--- src/rtl/sync_shift_port.sv ---
module sync_shift_port #(
  parameter int WIDTH  = 8,
  parameter int PERIOD = 12,
  parameter int SETUP  = 10
) (
  input  logic             clk,
  input  logic             rst_n,
  input  logic             tx_load,
  input  logic [WIDTH-1:0] tx_data,
  input  logic             rx_enable,
  input  logic             ti_clear,
  input  logic             ri_clear,
  input  logic             ser_din,
  output logic             ser_clk,
  output logic             ser_dout,
  output logic             ser_oe,
  output logic [WIDTH-1:0] rx_data,
  output logic             ti,
  output logic             ri,
  output logic             busy
);
  localparam int PW = $clog2(PERIOD);
  localparam int BW = (WIDTH > 1) ? $clog2(WIDTH) : 1;
  localparam logic [PW-1:0] PH_RISE  = PW'(SETUP - 1);
  localparam logic [PW-1:0] PH_LAST  = PW'(PERIOD - 1);
  localparam logic [BW-1:0] BIT_LAST = BW'(WIDTH - 1);

  logic [PW-1:0]    phase;
  logic [BW-1:0]    bitn;
  logic [WIDTH-1:0] shreg;
  logic             mode_tx;

  wire start_tx = tx_load & ~busy;
  wire start_rx = rx_enable & ~ri & ~busy & ~tx_load;
  wire rise     = busy & (phase == PH_RISE);
  wire bit_end  = busy & (phase == PH_LAST);
  wire last     = (bitn == BIT_LAST);
  wire done     = bit_end & last;

  assign ser_oe = busy & mode_tx;

  always_ff @(posedge clk) begin
    if (!rst_n) begin
      busy     <= 1'b0;
      mode_tx  <= 1'b0;
      phase    <= '0;
      bitn     <= '0;
      shreg    <= '0;
      rx_data  <= '0;
      ser_clk  <= 1'b1;
      ser_dout <= 1'b1;
    end else if (start_tx || start_rx) begin
      busy     <= 1'b1;
      mode_tx  <= start_tx;
      phase    <= '0;
      bitn     <= '0;
      shreg    <= start_tx ? tx_data : '0;
      ser_clk  <= 1'b0;
      ser_dout <= start_tx ? tx_data[0] : 1'b1;
    end else if (busy) begin
      phase <= bit_end ? '0 : phase + 1'b1;
      if (rise) begin
        ser_clk <= 1'b1;
        if (!mode_tx) shreg <= {ser_din, shreg[WIDTH-1:1]};
      end
      if (bit_end) begin
        if (last) begin
          busy     <= 1'b0;
          ser_dout <= 1'b1;
          if (!mode_tx) rx_data <= shreg;
        end else begin
          bitn    <= bitn + 1'b1;
          ser_clk <= 1'b0;
          if (mode_tx) begin
            shreg    <= shreg >> 1;
            ser_dout <= shreg[1];
          end
        end
      end
    end
  end

  always_ff @(posedge clk) begin
    if (!rst_n) begin
      ti <= 1'b0;
      ri <= 1'b0;
    end else begin
      ti <= (done & mode_tx)  | (ti & ~ti_clear);
      ri <= (done & ~mode_tx) | (ri & ~ri_clear);
    end
  end


  sclk_idle_chk: assert property (@(posedge clk) disable iff (!rst_n)
    !busy |-> ser_clk);


  dout_hold_chk: assert property (@(posedge clk) disable iff (!rst_n)
    busy && $past(busy) && ser_oe && ser_clk |-> $stable(ser_dout));


  ti_rise_chk: assert property (@(posedge clk) disable iff (!rst_n)
    $rose(ti) |-> !busy && $past(ser_oe));


  ri_rise_chk: assert property (@(posedge clk) disable iff (!rst_n)
    $rose(ri) |-> !busy && $past(busy) && !$past(ser_oe));


  rx_start_chk: assert property (@(posedge clk) disable iff (!rst_n)
    $rose(busy) && !ser_oe |-> $past(rx_enable) && !$past(ri));


  mode_keep_chk: assert property (@(posedge clk) disable iff (!rst_n)
    busy && $past(busy) |-> $stable(ser_oe));
endmodule

--- config.mk ---
export PLATFORM = sky130hd
export DESIGN_NAME = sync_shift_port
export DESIGN_NICKNAME = d
export VERILOG_FILES = /design/src/rtl/sync_shift_port.sv
export SDC_FILE = /design/constraint.sdc
export NUM_CORES = 1
export LEC_CHECK = 0
export BUFFER_PORTS_ARGS = -buffer_cell sky130_fd_sc_hd__buf_2
export CAP_MARGIN = 5
export CORE_AREA = 4 4 59 61
export CTS_CLUSTER_DIAMETER = 200
export CTS_CLUSTER_SIZE = 16
export DETAILED_ROUTE_END_ITERATION = 10
export DIE_AREA = 0 0 63 65
export PLACE_DENSITY = 0.79
export SYNTH_ARGS = -nofsm -noshare
export SYNTH_HDL_FRONTEND = slang
export SYNTH_SLANG_ARGS = --single-unit
--- constraint.sdc ---
create_clock -name clk -period 1.6 [get_ports clk]
set_input_delay 0.32 -clock clk [delete_from_list [all_inputs] [get_ports clk]]
set_output_delay 0.32 -clock clk [all_outputs]
set_load 0.005 [all_outputs]
==> results of run 1 <==
==> cell usage after synthesis, drive strengths merged (3+ instances only) <==
cell type  count  share of area
nand2b         3          0.014
inv            7          0.019
clkbuf         5          0.014
nand2          9          0.024
mux2i         10          0.073
ha             4          0.036
o21ai          8          0.029
nand3          6          0.022
a21oi         13          0.047
buf            3          0.013
nor2          21          0.057
dfxtp         29           0.42
a221o          7          0.051
and4           3          0.019
==> per-stage QoR <==
| stage | utilization | hold WS, ns | instance area, µm² | total power [mW] | std cells |
|---|---|---|---|---|---|
| final | 0.6105 | 0.2641 | 1818 | 1.441 | 232 |
| after global routing | 0.6105 | 0.2789 | 1818 | 1.498 | 232 |
| after CTS | 0.6008 | 0.2562 | 1789 | 1.442 | 232 |
| after detailed placement | 0.5676 | 0.4773 | 1690 | 0.9400 | 222 |
| after global placement | 0.5676 | 0.4682 | 1690 | 0.9332 | 222 |
| after floorplan | - | 0.4758 | 1439 | 0.8700 | 154 |
==> kinds of logic (layout without fill, tap and decap cells) <==
logic type / after synthesis / count (layout)
buf+inv: 15 / 60
xor+xnor: 1 / 1
mux: 10 / 10
simple gates: 52 / 52
fa+ha+maj: 4 / 4
flops: 29 / 29
compound gates: 43 / 43
==> power by group <==
part	total (mW)	internal, mW	leakage (nW)	switching [mW]
combinational	0.156	0.0726	0.490	0.0829
clock	0.510	0.254	0.0413	0.256
sequential	0.776	0.743	0.239	0.0326
total	1.44	1.07	0.771	0.371
==> metal layers <==
metal	GRT usage	wire length, µm	vias to the layer above
li1	-	-	650
met1	0.2216	1599	624
met2	0.3109	1771	44
met3	0.06586	195	8
met4	0.09917	55	0
met5	0	0	-
==> worst max-delay path: stages (launching register included) <==
cell                       delay [ns]
sky130_fd_sc_hd__dfxtp_2         0.35
sky130_fd_sc_hd__ha_4            0.16
sky130_fd_sc_hd__ha_4            0.16
sky130_fd_sc_hd__nand2b_4        0.15
sky130_fd_sc_hd__o22ai_4         0.23
sky130_fd_sc_hd__nor3_4          0.10
sky130_fd_sc_hd__a221o_1         0.33
==> what timing repair did <==
| action | 4_1_cts | 5_1_grt |
|---|---|---|
| resized for setup | 6 | 9 |
| endpoints found under the hold margin | 0 | 0 |
| endpoints found under the setup margin | 11 | 18 |
| gates cloned | 1 | 0 |
| hold buffers | 0 | 0 |
| buffers inserted | 1 | 0 |
| pin swaps | 0 | 3 |
==> flip-flops by register name, indices dropped and copies added, names as in the netlist <==
name      cells
ri            1
shreg         8
mode_tx       1
phase         4
ser_dout      1
ti            1
rx_data       8
ser_clk       1
busy          1
bitn          3
==> path summary, 6_finish.rpt <==
check | from | to | cells past startpoint
setup / recovery | bitn[0] | shreg[4] | 6
hold / removal | rst_n | ser_dout | 2
setup reg to reg | bitn[0] | shreg[4] | 6
hold reg to reg | rx_data[6] | rx_data[6] | 2
==> layout make-up <==
class | count | area, µm²
clock buffers | 7 | 65.06
clock inverters | 1 | 5.005
fillers | 244 | 1160
inverters | 7 | 26.28
multi-input cells | 110 | 815.8
flip-flops and latches | 29 | 593.1
well taps | 33 | 41.29
repair buffers | 45 | 271.5
==> cell usage in the layout, fill, tap and decap left out, types with 2 or more instances in the layout <==
cell and instances:
sky130_fd_sc_hd__nor2b_1 2, sky130_fd_sc_hd__a22o_1 2, sky130_fd_sc_hd__dfxtp_4 2, sky130_fd_sc_hd__nand2b_1 2, sky130_fd_sc_hd__and4_1 3, sky130_fd_sc_hd__buf_4 16, sky130_fd_sc_hd__o211ai_1 2, sky130_fd_sc_hd__ha_4 3
sky130_fd_sc_hd__inv_1 7, sky130_fd_sc_hd__clkbuf_8 2, sky130_fd_sc_hd__o21ai_1 2, sky130_fd_sc_hd__a21oi_1 13, sky130_fd_sc_hd__clkbuf_4 5, sky130_fd_sc_hd__nand2_1 9, sky130_fd_sc_hd__o21ai_0 6, sky130_fd_sc_hd__nor2_1 21
sky130_fd_sc_hd__mux2i_1 10, sky130_fd_sc_hd__nand3_1 6, sky130_fd_sc_hd__dfxtp_1 23, sky130_fd_sc_hd__dfxtp_2 4, sky130_fd_sc_hd__a221o_1 7, sky130_fd_sc_hd__buf_2 28
==> parameters.txt, run 1 <==
Parameter                              Value

Outcome
  Run status    complete, no violations

Critical path
  Flop-to-flop setup slack    0.02 ns
  Signal arrival time at the worst endpoint    1.80 ns
  Critical Setup Path Class    reg -> reg
  Sort of element at the end of the critical path    flip-flop
  Element type at the critical path start    flip-flop
  Req. time, crit path    1.82 ns
  Crit Path Max Fanout    7

CTS
  Clock Path Buffers    2
  TritonCTS clock tree    done
  Clock-pin slew on the worst setup and hold paths    around 0.09 ns
  CTS H-tree depth    2
  Number of CTS-inserted buffers    5
  Number of sinks on the clock net    29
  Root Buffer Master    sky130_fd_sc_hd__clkbuf_4
  Clock latency of the later-clocked register in the worst-skew pair    0.33 ns

Detailed routing
  DR vias    1326
  Violation count after the first detailed-routing iteration    62
  Detailed-route vias per instance    between 5 and 6
  Final ANT Viol Nets    0
  Pre-antenna DRT Iters    4
  DRC violation count after routing    0
  Total routed wirelength    3621 µm
  Detailed-route wire length per cell    15.61 µm

Placed design
  Placement-stage worst setup slack    -0.009068 ns
  Half-perimeter wire length of the detailed placement result    2623 µm
  Number of port buffers    28
  Final weighted congestion in routability-driven placement    0.8785

Yosys
  Most used flip-flop cell after synthesis    sky130_fd_sc_hd__dfxtp_1
  Unique cell type count in the Yosys netlist    38
  Part of the Yosys area used for sequential elements    0.4211
  YS warnings    0
  Multiplexer fraction of the synthesized cell area    0.07260
  Xor and xnor area share after synthesis    0.006352
  FFs w/ async S/R, synth    0
  Main combinational cell family by area after synthesis    compound AO/OA/AOI/OAI gates
  Adder-cell share of the synthesized area    0.03630
  Area share of and/or/nand/nor cells after synthesis    0.1996
  Post-Syn Area    1379 µm²
  Synthesized area per cell    8.953 µm²
  Synthesized instance count    154
  Number of storage elements in the synthesis netlist    29
  Number of flops mapped to enable cells by yosys    0
  Syn nets    roughly 170
  Share of the synthesized area in compound gates (AO/OA/AOI/OAI)    0.2187

Floorplanning
  Placeable Area    2978 µm²
  Width of the chip    63 µm
  Die Area    4095 µm²
  Boundary pin count    29
  Starting utilization of the core area    0.4630
  Cell row count    20
  Die Y-Extent    65 µm

Cells and area
  Number of inserted diodes    0
  Final net count    217
  Signed area change from the synthesized netlist to the final layout    31.85%
  Fraction of final layout cells sized beyond drive strength 1    0.3518

STA
  Unrepaired setup endpoints after global routing    true
  Fin. Hold Viols    0
  Final critical delay including setup and external delays    1.579 ns
  Period Utilization, post-route    0.9867
  Worst Clk Skew    0.01024 ns
  Achievable frequency    633.4 MHz
  Count of pins over their slew limit    0
  Min setup slack post-route    0.02132 ns
  Aggregate negative setup slack    0 ns
  Final number of setup-violating endpoints    0
  Worst slew margin    0.7476
  Least-Margin Pin Slew    0.3772 ns

Global route
  Wire length of the first global-routing pass    approximately 6000 µm
  Total routing resource utilization after global routing    0.1912
  Via count of the first global-routing pass    about 1300
  Antenna violations before repair    0
  Remaining Overflow, GRT    0
  Largest net degree at the start of global routing    12

Power
  Leakage dissipation    0.7705 nW
  Largest voltage drop on the vdd net    0.5250 mV
  Power density over cell area    792.8 nW/µm²

Hold path
  Path category of the worst min-delay check    in -> reg

Job
  Max-cap violations    0
Note: power is estimated with default switching activity, not from simulation.
==> inputs of run 2 (changes only) <==
CORE_AREA = 4 4 58 60   (was 4 4 59 61)
CTS_BUF_LIST = sky130_fd_sc_hd__clkbuf_2 sky130_fd_sc_hd__clkbuf_4 sky130_fd_sc_hd__clkbuf_8   (was unset)
DIE_AREA = 0 0 62 64   (was 0 0 63 65)
PLACE_DENSITY = 0.82   (was 0.79)
==> parameters.txt, run 2 (synthesis results as in run 1) <==
Parameter                              Value

Outcome
  Run status    complete, no violations

Critical path
  Critical Setup Path Class    reg -> reg
  Element type at the critical path start    flip-flop
  Flop-to-flop setup slack    0.06 ns
  Crit Path Max Fanout    7
  Sort of element at the end of the critical path    flip-flop
  Req. time, crit path    1.81 ns
  Signal arrival time at the worst endpoint    approximately 1.8 ns

Power
  Largest voltage drop on the vdd net    0.6089 mV
  Share of power burned in combinational logic    0.110
  Power density over cell area    around 770 nW/µm²
  Relative contribution of the clock network to total power    0.325
  Internal power component    996.9 µW
  Share of total power consumed by net switching    0.2712
  Relative contribution of sequential cells to total power    0.565
  Leakage dissipation    approximately 0.76 nW
  Net Switching    371.0 µW

STA
  Final number of setup-violating endpoints    0
  Count of pins over their slew limit    0
  Unrepaired setup endpoints after global routing    true
  Min setup slack post-route    0.05710 ns
  Least-Margin Pin Slew    ~0.50 ns
  Worst Clk Skew    0.006800 ns
  Achievable frequency    648.1 MHz
  Final critical delay including setup and external delays    1.543 ns
  Fin. Hold Viols    0
  Worst slew margin    0.6649
  Period Utilization, post-route    0.9643
  Hold Worst Slack    0.2627 ns

Global route
  Total routing resource utilization after global routing    0.1855
  Largest net degree at the start of global routing    12
  Wire length of the first global-routing pass    5609 µm
  Remaining Overflow, GRT    0
  Via count of the first global-routing pass    1345
  Antenna violations before repair    0

Detailed routing
  Final ANT Viol Nets    0
  Detailed-route vias per instance    5.844
  Total routed wirelength    around 3400 µm
  Detailed-route wire length per cell    14.71 µm
  Violation count after the first detailed-routing iteration    86
  DR vias    1350
  DRC violation count after routing    0
  Pre-antenna DRT Iters    4

Floorplanning
  Starting utilization of the core area    0.4709
  Die Y-Extent    64 µm
  Placeable Area    around 3000 µm²
  Cell row count    20
  Boundary pin count    29
  Width of the chip    62 µm
  Die Area    3968 µm²

CTS
  Root Buffer Master    sky130_fd_sc_hd__clkbuf_4
  Number of sinks on the clock net    29
  TritonCTS clock tree    done
  Clock-pin slew on the worst setup and hold paths    roughly 0.09 ns
  Clock latency of the later-clocked register in the worst-skew pair    ~0.33 ns
  Number of CTS-inserted buffers    5
  Clock Path Buffers    2
  CTS H-tree depth    2

Hold path
  Path category of the worst min-delay check    in -> reg

Cells and area
  Fraction of final layout cells sized beyond drive strength 1    0.3434
  Biggest registers after layout    rx_data: 8 flops, shreg: 8 flops, phase: 4 flops
  Most used cells in the layout excluding fill and tap cells    sky130_fd_sc_hd__buf_2 (28), sky130_fd_sc_hd__dfxtp_1 (24), sky130_fd_sc_hd__nor2_1 (21), sky130_fd_sc_hd__buf_4 (15), sky130_fd_sc_hd__a21oi_1 (13)
  Final net count    216
  Filler-free cell count of the finished design    231
  Most frequent standard cell in the layout excluding fill and tap cells    sky130_fd_sc_hd__buf_2
  Number of inserted diodes    0
  Final core area utilization    0.6085
  Signed area change from the synthesized netlist to the final layout    29.22%
  Filler cells    248

Placed design
  Number of port buffers    28
  Final weighted congestion in routability-driven placement    around 0.9
  Number of cells after detailed placement    between 200 and 250
  Half-perimeter wire length of the detailed placement result    2581 µm
  Placement-stage worst setup slack    -0.02418 ns

Job
  Max-cap violations    0
## run 2: changes by cell type in the layout (fill, tap and decap cells not counted)
cell | previous run | this run
sky130_fd_sc_hd__dfxtp_4 | 2 | 1
sky130_fd_sc_hd__buf_4 | 16 | 15
sky130_fd_sc_hd__clkinv_2 | 1 | 2
sky130_fd_sc_hd__clkbuf_8 | 2 | 0
sky130_fd_sc_hd__ha_2 | 0 | 1
sky130_fd_sc_hd__ha_4 | 3 | 2
sky130_fd_sc_hd__clkbuf_4 | 5 | 6
sky130_fd_sc_hd__dfxtp_1 | 23 | 24
## run 2: final cells by class
type | instances | area [µm²] | share of cell area
timing repair buffer | 44 | 264.0 | 0.1482
clock buffer | 6 | 45.04 | 0.02528
inverter | 7 | 26.28 | 0.01475
tap | 33 | 41.29 | 0.02317
multi-input combinational | 110 | 805.8 | 0.4522
clock inverter | 2 | 10.01 | 0.005618
sequential | 29 | 589.3 | 0.3308
## run 2: power groups by stage
stage	logic [mW]	clock network, mW	registers [mW]
final	0.151	0.444	0.773
after global routing	0.165	0.496	0.777
after CTS	0.148	0.456	0.772
after detailed placement	0.147	0	0.788
after global placement	0.142	0	0.786
after floorplan	0.0926	0	0.777
## run 2: path summary, 6_finish.rpt
kind | depth (start not counted) | endpoint | from
worst max-delay path | 6 | shreg[2] | bitn[1]
worst min-delay path | 2 | ser_clk | rst_n
worst max register to register | 6 | shreg[2] | bitn[1]
worst min register to register | 2 | ti | ti
## run 2: worst max-delay path: stages (launching register included)
cell	delay [ns]
sky130_fd_sc_hd__dfxtp_2	0.35
sky130_fd_sc_hd__ha_4	0.16
sky130_fd_sc_hd__ha_4	0.16
sky130_fd_sc_hd__nand2b_4	0.14
sky130_fd_sc_hd__o22ai_4	0.21
sky130_fd_sc_hd__nor3_4	0.09
sky130_fd_sc_hd__a221o_1	0.33
## run 2: layer usage
layer	GRT usage	routed length [µm]
met1	0.2210	1380
met2	0.2966	1693
met3	0.05253	253
met4	0.08753	71
met5	0	0
## run 2: through the flow
step | area, µm² | power, mW | setup TNS, ns
floorplan | 1439 | 0.8700 | -0.003668
global placement | 1683 | 0.9278 | 0
detailed placement | 1683 | 0.9348 | -0.06368
CTS | 1742 | 1.376 | 0
global route | 1782 | 1.437 | -0.03880
finish | 1782 | 1.368 | 0
## run 2: timing repair
item | in CTS | in global routing
buffers inserted | 0 | 1
pin swaps | 0 | 5
resized for setup | 2 | 9
hold buffers | 0 | 0
setup endpoints to repair | 10 | 17
cloned | 0 | 1
==> inputs of run 3 (changes only) <==
REMOVE_ABC_BUFFERS = 1   (was unset)
==> parameters.txt, run 3 (synthesis results as in run 1) <==
Parameter                              Value

Outcome
  Run status    complete, no violations

Global route
  Wire length of the first global-routing pass    between 5000 and 6000 µm
  Via count of the first global-routing pass    around 1300
  Total routing resource utilization after global routing    0.2029
  Remaining Overflow, GRT    0
  Antenna violations before repair    0
  Largest net degree at the start of global routing    15

Critical path
  Worst r2r dst    shreg[5]
  Cell chain of the critical path    ha_4, ha_4, nand2b_4, o22ai_4, nor3_4, a221o_1
  Cell with the largest stage delay on the worst path    sky130_fd_sc_hd__dfxtp_2
  Element type at the critical path start    flip-flop
  Critical Path Most Common Cell    sky130_fd_sc_hd__ha_4
  R2R Path Start    bitn[0]
  Flop-to-flop setup slack    0.03 ns
  Sort of element at the end of the critical path    flip-flop
  Total buffers and inverters traversed by the critical path    0
  Number of cells on the worst reg-to-reg path    6
  Critical Setup Path Class    reg -> reg
  Crit Path Max Fanout    7
  Req. time, crit path    1.82 ns
  Signal arrival time at the worst endpoint    1.79 ns
  Cell type group with the largest total delay on the critical path    compound AO/OA/AOI/OAI gates
  Biggest cell delay along the critical path    0.35 ns

STA
  Worst Clk Skew    0.01050 ns
  Min setup slack post-route    roughly 0.035 ns
  Least-Margin Pin Slew    between 0.5 and 0.6 ns
  Unrepaired setup endpoints after global routing    true
  Achievable frequency    638.8 MHz
  Worst slew margin    0.6583
  Final critical delay including setup and external delays    ~1.6 ns
  Fin. Hold Viols    0
  Aggregate negative setup slack    0 ns
  Count of pins over their slew limit    0
  Period Utilization, post-route    0.9784
  Final number of setup-violating endpoints    0

Cells and area
  Final core area utilization    0.6184
  Fraction of final layout cells sized beyond drive strength 1    0.3650
  Final non-filler cell area    roughly 1800 µm²
  Most frequent standard cell in the layout excluding fill and tap cells    sky130_fd_sc_hd__buf_2
  Filler cells    250
  Most used cells in the layout excluding fill and tap cells    sky130_fd_sc_hd__buf_2 (28), sky130_fd_sc_hd__dfxtp_1 (22), sky130_fd_sc_hd__nor2_1 (20), sky130_fd_sc_hd__buf_4 (14), sky130_fd_sc_hd__a21oi_1 (13)
  Biggest registers after layout    rx_data: 8 flops, shreg: 8 flops, phase: 4 flops
  Sequential Area    slightly below 600 µm²
  Area used by multi-input combinational logic    slightly above 800 µm²
  Signed area change from the synthesized netlist to the final layout    31.31%
  Final net count    ~220
  Filler-free cell count of the finished design    233
  Number of inserted diodes    0

CTS
  Clock latency of the later-clocked register in the worst-skew pair    about 0.34 ns
  Number of sinks on the clock net    29
  CTS hold repair buffers    0
  Number of CTS-inserted buffers    5
  Clock Path Buffers    2
  CTS H-tree depth    2
  Clock-pin slew on the worst setup and hold paths    0.10 ns
  Root Buffer Master    sky130_fd_sc_hd__clkbuf_4
  TritonCTS clock tree    done

Detailed routing
  Detailed-route wire length per cell    15.53 µm
  DR vias    1353
  Pre-antenna DRT Iters    4
  Violation count after the first detailed-routing iteration    63
  Total routed wirelength    3618 µm
  DRC violation count after routing    0
  Final ANT Viol Nets    0
  Detailed-route vias per instance    just under 6

Placed design
  Number of cells after detailed placement    221
  Total placed instance area    1629 µm²
  Placement-stage worst setup slack    -0.03445 ns
  Half-perimeter wire length of the detailed placement result    2543 µm
  Final weighted congestion in routability-driven placement    roughly 0.87
  Number of port buffers    28

Floorplanning
  Placeable Area    around 2900 µm²
  Die Area    ~4000 µm²
  Cell row count    20
  Width of the chip    62 µm
  Die Y-Extent    64 µm
  Starting utilization of the core area    0.4709
  Boundary pin count    29

Power
  Largest voltage drop on the vdd net    0.6573 mV
  Leakage dissipation    0.7731 nW
  Power density over cell area    759.9 nW/µm²

Hold path
  Cell count of the worst hold path    2
  Startpoint of the lowest-slack hold path    rst_n
  Hold EP    ser_clk
  Path category of the worst min-delay check    in -> reg

Job
  Max-cap violations    0
[run 3: worst max-delay path by stage]
stage          cells after the start  slack (ns)          to      from
5_1_grt                            6       -0.05  rx_data[1]  phase[1]
3_5_place_dp                       7       -0.03  rx_data[2]   bitn[0]
6_report                           6        0.03    shreg[5]   bitn[0]
4_1_cts                            6       0.006    shreg[1]  phase[1]
2_1_floorplan                      4       -0.70  rx_data[0]      busy
3_3_place_gp                       6       0.004    shreg[5]   bitn[0]
[run 3: final cells by class]
cell class | instances | share of cell area
flip-flops and latches | 29 | 0.3255
clock buffers | 6 | 0.02488
clock inverters | 2 | 0.005529
repair buffers | 46 | 0.1603
inverters | 7 | 0.01451
multi-input cells | 110 | 0.4464
well taps | 33 | 0.02281
[run 3: where the power goes]
part | internal [mW] | switching (mW)
Combinational | 0.0732 | 0.0866
Sequential | 0.745 | 0.0258
Clock | 0.184 | 0.262
Total | 1.00 | 0.374
[run 3: layer usage]
layer	wire length [µm]	vias to the layer above	part of all wire	track usage
li1	-	647	-	-
met1	1431	626	0.40	0.2305
met2	1767	62	0.49	0.3083
met3	296	18	0.082	0.08485
met4	123	0	0.034	0.1167
met5	0	-	0	0
[run 3: timing repair]
item                                    4_1_cts  5_1_grt
gates resized for setup                      11       16
buffers inserted                              2        1
gates cloned                                  1        0
endpoints found under the setup margin       15       21
pin swaps                                     4        2
[run 3: through the flow]
step | hold WS [ns] | power, mW
after floorplan | 0.4000 | 0.8555
after global placement | 0.4663 | 0.9251
after detailed placement | 0.4701 | 0.9306
after CTS | 0.2337 | 1.380
after global routing | 0.2419 | 1.459
final | 0.2502 | 1.376
